--- src/rtl/mei_pkg.sv ---
package mei_pkg;

  localparam int AXES = 3;

  typedef enum logic [1:0] {
    MODE_OR   = 2'b00,
    MODE_MOVE = 2'b01,
    MODE_AND  = 2'b10,
    MODE_POS  = 2'b11
  } combMode_t;

  typedef struct packed {
    logic cntStep;    // advance duration run on a new sample
    logic flagLoad;   // capture enabled events into source flags
    logic flagClear;  // wipe source flags after a latched read
  } ctlStrb_t;

endpackage

--- src/rtl/mei_datapath.sv ---
module mei_datapath
  import mei_pkg::*;
#(
  parameter int SAMPLE_W    = 12,
  parameter int SCALE_SHIFT = 4,
  parameter int THR_W       = 7,
  parameter int DUR_W       = 7
) (
  input  logic                clk,
  input  logic                rstN,
  input  logic [SAMPLE_W-1:0] sampleX,
  input  logic [SAMPLE_W-1:0] sampleY,
  input  logic [SAMPLE_W-1:0] sampleZ,
  input  logic [7:0]          cfgReg,
  input  logic [7:0]          thsReg,
  input  logic [7:0]          durReg,
  input  logic                mode4d,
  input  ctlStrb_t            strb,
  output logic                qual,
  output logic [2*AXES-1:0]   flagsOut
);

  localparam int CNT_W = DUR_W + 1;
  localparam int EV_W  = 2 * AXES;
  localparam logic [CNT_W-1:0] CNT_MAX = '1;

  logic [SAMPLE_W-1:0] axisSmp [AXES];
  logic [SAMPLE_W-1:0] thsExt;
  logic [AXES-1:0]     hiEv;
  logic [EV_W-1:0]     evVec, effEn, enEv;
  logic [AXES-1:0]     hv, hiEn, zone, prevZone;
  logic                is6d, known, cond, sameKey;
  combMode_t           mode;
  logic [CNT_W-1:0]    runCnt, prior, durVal;
  logic [EV_W-1:0]     flagsQ;

  assign axisSmp[0] = sampleX;
  assign axisSmp[1] = sampleY;
  assign axisSmp[2] = sampleZ;
  assign thsExt     = SAMPLE_W'(thsReg[THR_W-1:0]);

  generate
    for (genvar a = 0; a < AXES; a++) begin : g_axis
      logic [SAMPLE_W-1:0] mag, scaled;
      assign mag         = axisSmp[a][SAMPLE_W-1] ? (~axisSmp[a] + 1'b1) : axisSmp[a];
      assign scaled      = mag >> SCALE_SHIFT;
      assign hiEv[a]     = scaled > thsExt;
      assign evVec[2*a+1] = hiEv[a];
      assign evVec[2*a]   = ~hiEv[a];
      assign hiEn[a]      = effEn[2*a+1];
    end
  endgenerate

  assign mode  = combMode_t'(cfgReg[7:6]);
  assign is6d  = cfgReg[6];
  assign effEn = cfgReg[EV_W-1:0] & ((is6d && mode4d) ? 6'b001111 : 6'b111111);
  assign enEv  = evVec & effEn;

  assign hv    = {hiEv[2] & ~mode4d, hiEv[1], hiEv[0]};
  assign known = $onehot(hv) && |(hv & hiEn);
  assign zone  = known ? hv : '0;

  always_comb begin
    unique case (mode)
      MODE_OR:  cond = |enEv;
      MODE_AND: cond = (effEn != '0) && (enEv == effEn);
      default:  cond = known;
    endcase
  end

  assign sameKey = is6d ? (zone == prevZone) : 1'b1;
  assign prior   = sameKey ? runCnt : '0;
  assign durVal  = CNT_W'(durReg[DUR_W-1:0]);
  assign qual    = cond && ((mode == MODE_MOVE) ? (prior == durVal) : (prior >= durVal));

  always_ff @(posedge clk or negedge rstN) begin
    if (!rstN) begin
      runCnt   <= '0;
      prevZone <= '0;
    end else if (strb.cntStep) begin
      runCnt   <= cond ? ((prior == CNT_MAX) ? prior : prior + 1'b1) : '0;
      prevZone <= zone;
    end
  end

  always_ff @(posedge clk or negedge rstN) begin
    if (!rstN)               flagsQ <= '0;
    else if (strb.flagClear) flagsQ <= '0;
    else if (strb.flagLoad)  flagsQ <= enEv;
  end

  assign flagsOut = flagsQ;

  AST_RUN_RESTART: assert property (@(posedge clk) disable iff (!rstN)
    (strb.cntStep && !cond) |=> (runCnt == '0));
  AST_FLAGS_QUIET: assert property (@(posedge clk) disable iff (!rstN)
    (!strb.flagLoad && !strb.flagClear) |=> $stable(flagsQ));

endmodule

--- src/rtl/mei_control.sv ---
module mei_control
  import mei_pkg::*;
(
  input  logic     clk,
  input  logic     rstN,
  input  logic     sampleValid,
  input  logic     srcRead,
  input  logic     latchEn,
  input  logic     qual,
  output ctlStrb_t strb,
  output logic     irqQ
);

  logic irqN;

  always_comb begin
    irqN = irqQ;
    if (latchEn && srcRead) irqN = 1'b0;
    if (sampleValid)        irqN = latchEn ? (irqN | qual) : qual;
  end

  always_comb begin
    strb.cntStep   = sampleValid;
    strb.flagLoad  = sampleValid && !(latchEn && irqQ);
    strb.flagClear = latchEn && srcRead && !strb.flagLoad;
  end

  always_ff @(posedge clk or negedge rstN) begin
    if (!rstN) irqQ <= 1'b0;
    else       irqQ <= irqN;
  end

  AST_FOLLOW_DROP: assert property (@(posedge clk) disable iff (!rstN)
    (!latchEn && sampleValid && !qual) |=> !irqQ);
  AST_LATCH_HOLD: assert property (@(posedge clk) disable iff (!rstN)
    (latchEn && irqQ && !srcRead) |=> irqQ);
  AST_READ_CLEAR: assert property (@(posedge clk) disable iff (!rstN)
    (latchEn && srcRead && !(sampleValid && qual)) |=> !irqQ);
  AST_QUIET_HOLD: assert property (@(posedge clk) disable iff (!rstN)
    (!sampleValid && !srcRead) |=> $stable(irqQ));

endmodule

--- src/rtl/motion_event_irq.sv ---
module motion_event_irq
  import mei_pkg::*;
#(
  parameter int SAMPLE_W    = 12,
  parameter int SCALE_SHIFT = 4,
  parameter int THR_W       = 7,
  parameter int DUR_W       = 7
) (
  input  logic                clk,
  input  logic                rstN,
  input  logic                sampleValid,
  input  logic [SAMPLE_W-1:0] sampleX,
  input  logic [SAMPLE_W-1:0] sampleY,
  input  logic [SAMPLE_W-1:0] sampleZ,
  input  logic [7:0]          cfgReg,
  input  logic [7:0]          thsReg,
  input  logic [7:0]          durReg,
  input  logic                latchEn,
  input  logic                mode4d,
  input  logic                srcRead,
  output logic                irqOut,
  output logic [7:0]          srcByte
);

  ctlStrb_t            strb;
  logic                qual;
  logic                irqQ;
  logic [2*AXES-1:0]   flags;

  mei_datapath #(
    .SAMPLE_W(SAMPLE_W), .SCALE_SHIFT(SCALE_SHIFT), .THR_W(THR_W), .DUR_W(DUR_W)
  ) u_dp (
    .clk(clk), .rstN(rstN),
    .sampleX(sampleX), .sampleY(sampleY), .sampleZ(sampleZ),
    .cfgReg(cfgReg), .thsReg(thsReg), .durReg(durReg), .mode4d(mode4d),
    .strb(strb), .qual(qual), .flagsOut(flags)
  );

  mei_control u_ctl (
    .clk(clk), .rstN(rstN), .sampleValid(sampleValid), .srcRead(srcRead),
    .latchEn(latchEn), .qual(qual), .strb(strb), .irqQ(irqQ)
  );

  assign irqOut  = irqQ;
  assign srcByte = {1'b0, irqQ, flags};

endmodule

--- config.mk ---
export PLATFORM = sky130hd
export DESIGN_NAME = motion_event_irq
export DESIGN_NICKNAME = d
export VERILOG_FILES = /design/src/rtl/mei_pkg.sv /design/src/rtl/mei_datapath.sv /design/src/rtl/mei_control.sv /design/src/rtl/motion_event_irq.sv
export SDC_FILE = /design/constraint.sdc
export NUM_CORES = 1
export LEC_CHECK = 0
export ABC_AREA = 0
export BUFFER_PORTS_ARGS = -buffer_cell sky130_fd_sc_hd__buf_2
export CORE_ASPECT_RATIO = 1.25
export CORE_MARGIN = 5
export CORE_UTILIZATION = 47
export DETAILED_ROUTE_END_ITERATION = 16
export PLACE_DENSITY = 0.8
export SLEW_MARGIN = 25
export SYNTH_ARGS = -nofsm -noshare
export SYNTH_HDL_FRONTEND = slang
export SYNTH_SLANG_ARGS = --single-unit
--- constraint.sdc ---
create_clock -name clk -period 3.6 [get_ports clk]
set_input_delay 0.54 -clock clk [delete_from_list [all_inputs] [get_ports clk]]
set_output_delay 0.54 -clock clk [all_outputs]
set_load 0.005 [all_outputs]
Word level (Yosys, flattened, before mapping). Cells that the tools add are included.

Output and inout port bits: 9. Register bits after elaboration: 18.

Muxes and demuxes: 16. Equality and inequality tests: 7. $add $sub $neg: 6. Bitwise operators: 12. $lt $le $gt $ge: 4. Reductions and logical operators: 15.

Operators by type and width (number): $add A12 B1 Y12 const B (3); $mux W12 (3); $not A12 Y12 (3); $gt A8 B7 Y1 (3); $mux W8 (3); $mux W6 (3); $and A6 B6 Y6 (2); $add A8 B1 Y8 const B (1); $eq A8 B7 Y1 (1); $eq A8 B8 Y1 const B (1); $ge A8 B7 Y1 (1); $logic_and A1 B1 Y1 (8); $eq A6 B6 Y1 (1); $reduce_bool A6 Y1 (1); $reduce_or A6 Y1 (1); $mux W1 (5); $eq A2 B1 Y1 const B (2); $not A1 Y1 (4); $and A3 B3 Y3 (1); $eq A3 B3 Y1 (1); $mux W3 (1); $reduce_or A3 Y1 (1); $add A1 B1 Y2 (1); $add A2 B1 Y2 (1); other kinds (7) (8).

Longest topological paths before layout.
Depth in word-level cells: 18. Gate-level depth with buffers: 27.

Cells and area by module. Synthesis repeated with hierarchy kept, for this count alone.

Cell total of the unflattened synthesis: 293. Area, all modules: 2437.3 µm².

Modules (own cells, without submodules): mei_datapath (cells an instance 282, times used 1, area an instance 2349.8 µm², seq. area each 425.4 µm²); mei_control (cells an instance 8, times used 1, area an instance 68.8 µm², seq. area each 25.0 µm²); motion_event_irq (cells an instance 3, times used 1, area an instance 18.8 µm², seq. area each 0.0 µm²).

Worst setup path after synthesis. Ideal clock, no wire load.

Kind: input -> register. From: input port sampleY[3]. To: register u_ctl.irqQ. Cell stages on the path: 27. Arrival time: 6.076 ns. Required time: 3.479 ns. Setup slack: -2.596 ns. Buffers on the path: 1. Path through: or4_1 or4_1 or3_1 and2_1 xor2_1 ha_1 and4_1 a41o_1 a31o_2 and2_1 inv_1 fa_1 nor2b_1 o311ai_1 xor2_1 a31oi_4 buf_6 nor2b_1 ha_1 nor2b_1 o21a_1 o21a_1 o22ai_1 and2_1 and4_1 o31a_1 o21ai_1.

Word-level cells in the longest chain between the ends: 18. Elaborated cells on any way between the ends: 27.

RTL lines: start: declaration (RTL line motion_event_irq.sv:13) `input logic [SAMPLE_W-1:0] sampleY,`; $not A12 Y12 * (RTL line mei_datapath.sv:45) `assign mag = axisSmp[a][SAMPLE_W-1] ? (~axisSmp[a] + 1'b1) : axisSmp[a];`; $add A12 B1 Y12 * (RTL line mei_datapath.sv:45); $mux W12 * (RTL line mei_datapath.sv:45); $gt A8 B7 Y1 * (RTL line mei_datapath.sv:47) `assign hiEv[a] = scaled > thsExt;`; $add A1 B1 Y2 (implied by the code) (RTL line mei_datapath.sv:60) `assign known = $onehot(hv) && |(hv & hiEn);`; $add A2 B1 Y2 (implied by the code) (RTL line mei_datapath.sv:60); $eq A2 B1 Y1 (RTL line mei_datapath.sv:60); $logic_and A1 B1 Y1 (RTL line mei_datapath.sv:60); [... 2 more ...]; $mux W1 (RTL line mei_datapath.sv:71) `assign sameKey = is6d ? (zone == prevZone) : 1'b1;`; $mux W8 (RTL line mei_datapath.sv:72) `assign prior = sameKey ? runCnt : '0;`; $ge A8 B7 Y1 / $eq A8 B7 Y1 (equally long branches) (RTL line mei_datapath.sv:74) `assign qual = cond && ((mode == MODE_MOVE) ? (prior == durVal) : (prior >= durVal));`; $mux W1 (RTL line mei_datapath.sv:74); $logic_and A1 B1 Y1 * (RTL line mei_datapath.sv:74); $or A1 B1 Y1 (RTL line mei_control.sv:19) `if (sampleValid) irqN = latchEn ? (irqN | qual) : qual;`; $mux W1 * (2 in series) (RTL line mei_control.sv:19); via u_ctl.irqN (RTL line mei_control.sv:14) `logic irqN;`; end signal: assignment (RTL line mei_control.sv:30) `else irqQ <= irqN;`; end: declaration (RTL line mei_control.sv:11) `output logic irqQ`.

Mark *: on every way through the listed nets, which the timed path passes. The rest lies on a longest branch. A chain may end at the register's enable or synchronous reset.

Final worst setup path. Same ends and word-level chain as after synthesis.

==> metrics <==
diode count=0; count of final max-slew check failures=0; # rows=29; setup TNS=-20.72 ns; max frequency=167 MHz; CORE AREA=0.00501 mm^2; Cell Count, Final, Fillers Out=481; clock group share of total power=14.9%; wl on met1=2720 um; critical path class=input port to flop; worst skew pair latency=0.26 ns; Largest stage delay, worst path=0.52 ns; Hold Crit Class=input port to async pin; WL met3=495 um; endpoints failing setup=12; Leak=1.74 nW; Die ar.=0.00659 mm^2; largest net degree at the start of global routing=19; via count=2822; status=finished with violations; GPL Wtd Cong=0.862; YS warnings=0; I/O pin cnt=75; Top Metal Used=met4; Port Buffers=71; switching power=0.000439 W; CTS tree=yes; Placed Cells incl. Taps=470; first-pass GRT wire length=12100 um; critical path arrival=6.17 ns; vias in the first global route=2847; Net Sw Frac=39.0%; antenna violations before repair=0; clock-pin transition on the worst setup and hold timing paths=0.07 ns; Worst Skew=0.00328 ns; pre-CTS WS=-2.52 ns; commonest non-fill, non-tap cell in the layout=buf_2; Power Dens Cells=314 mW/mm^2; syn nets=382; peak supply drop=0.150 mV; worst path required time=3.77 ns; post-synthesis sequential area ratio=18.9%; Synth Flop Type=dfrtp_1; Mapped Area=0.00238 mm^2; Synth area leaders=dfrtp_1 19%, ha_1 15%, xnor2_1 6.3%, nand2_1 3.6%, o21ai_0 3.6%; Initial Util=47.5%; post-DR wirelength/cell=16.1 um; failing checks=setup timing; Area Growth Syn to Fin=50.6%; setup ws final=-2.40 ns; kind of end point of the critical path=flop; CP max stage cell=or4_4; async set or reset register ratio after synthesis=100%; area share of the largest cell type after synthesis=18.9%; antenna viol nets, final=0; drt drc=0; Final Hold Violating Endpoints=0; Reg power frac=23.0%; Slew HR=66.6%; number of synthesized flops with an enable pin=0; clock period minus worst slack=6.00 ns; RSZ-0062 raised after global routing=yes; Die H=89.5 um; Netlist cell types=60; first drt pass iteration count=5; max-cap violation count=0; period utilization=167%; total CTS buffers=3; power share of the combinational group=62.1%; Avg Cell Area, Syn=8.31 um^2; DRT iter0 DRCs=210; fill count=367; CTS sink cnt=18; Routed met2 length=4190 um; htree depth=1; worst-path fanout max=4; commonest cells after routing, fill and taps aside=70 x buf_2, 57 x buf_4, 27 x ha_1; synthesized instance count=286; total power=0.00112 W; area of the multi-input gates=0.00203 mm^2; post-DP HPWL=5440 um; pin slew with the least headroom to its limit=0.501 ns; worst-case clock buffer depth=2; Reg area=450 um^2; DIE WIDTH=73.6 um; clock root buffer=clkbuf_8; Post-Route WL=7740 um; final global-route overflow total=0; layout cells sized above 1=45.6%; Yosys top cell by area=dfrtp_1; synthesized flop and latch total=18; Int Power=0.000686 W; post-DR vias/cell=5.87; layout net count=516; startpoint class of the critical path=input port; Tot GR Track Use=23.0%
==> final cells by class <==
type	instances	area share [%]
flip-flops and latches	18	12.6
well taps	62	2.17
repair buffers	136	24.6
multi-input cells	239	56.7
inverters	22	2.45
clock buffers	4	1.54
==> path summary, 6_finish.rpt <==
path,to,depth (start not counted),start,slack (ns)
max,u_ctl.irqQ,27,sampleY[3],-2.40
min,u_dp.runCnt[2],1,rstN,0.21
max reg2reg,u_ctl.irqQ,12,u_dp.prevZone[1],1.08
min reg2reg,u_dp.flagsOut[3],2,u_dp.flagsOut[3],0.50
max in group asynchronous,u_dp.flagsOut[3],1,rstN,3.09
min in group clk,u_dp.flagsOut[3],2,u_dp.flagsOut[3],0.50
==> stage by stage <==
stage	hold slack (ns)	util (%)	area, um^2
2_1_floorplan	0.244	-	2420
3_3_place_gp	0.478	64.8	3240
3_5_place_dp	0.491	64.8	3240
4_1_cts	0.225	70.1	3510
5_1_grt	0.244	71.5	3580
6_report	0.209	71.5	3580
==> layer usage <==
layer,GRT usage (%),up-vias
met5,0,-
met4,10.2,0
met3,3.04,37
met2,45.3,133
met1,23.4,1314
li1,-,1338
==> power by group through the flow <==
stage / sequential (W) / clock (W) / combinational, W
4_1_cts: 0.000253 / 0.000168 / 0.000659
3_5_place_dp: 0.000253 / 0 / 0.000563
6_report: 0.000258 / 0.000168 / 0.000698
3_3_place_gp: 0.000252 / 0 / 0.000539
5_1_grt: 0.000261 / 0.000174 / 0.000758
2_1_floorplan: 0.000249 / 0 / 0.000343
==> state kept, by name, summed over array words and instances, names as in the netlist <==
register,flops
u_dp.runCnt,8
u_dp.flagsOut,6
u_dp.prevZone,3
u_ctl.irqQ,1
==> cell usage after synthesis, types with 7 or more instances <==
| cell type | number |
|---|---|
| a21o_1 | 7 |
| inv_1 | 21 |
| nand3_1 | 13 |
| o31ai_1 | 9 |
| a21oi_1 | 16 |
| xnor2_1 | 17 |
| dfrtp_1 | 18 |
| nor2_1 | 8 |
| nor2b_1 | 12 |
| nand2_1 | 23 |
| o21ai_0 | 17 |
| ha_1 | 29 |
==> timing repair <==
item | in CTS | in global routing
pin swaps | 21 | 19
setup buffers | 9 | 3
hold buffers | 0 | 0
gates resized for setup | 30 | 21
hold endpoints to repair | 0 | 0
setup endpoints to repair | 12 | 14
==> cells by family (layout without fill, tap and decap cells) <==
logic type      Yosys count  count (layout)  share of synthesized area [%]
simple gates             93              93                           21.9
compound gates           88              88                           27.2
fa+ha+maj                30              30                           16.1
buf+inv                  29             162                           5.21
xor+xnor                 24              24                           9.16
flops                    18              18                           18.9
mux                       3               3                           1.32
other cells               1               1                          0.158
==> critical path, delay by kind of cell <==
family | cells | cell delay (ns)
XOR/XNOR | 2 | 0.36
AO/OA/AOI/OAI | 9 | 1.47
AND/OR/NAND/NOR | 10 | 2.42
buffers and inverters | 3 | 0.27
adder cells (fa/ha/maj) | 3 | 1.13
No activity file was read; power rests on OpenSTA's default activity.
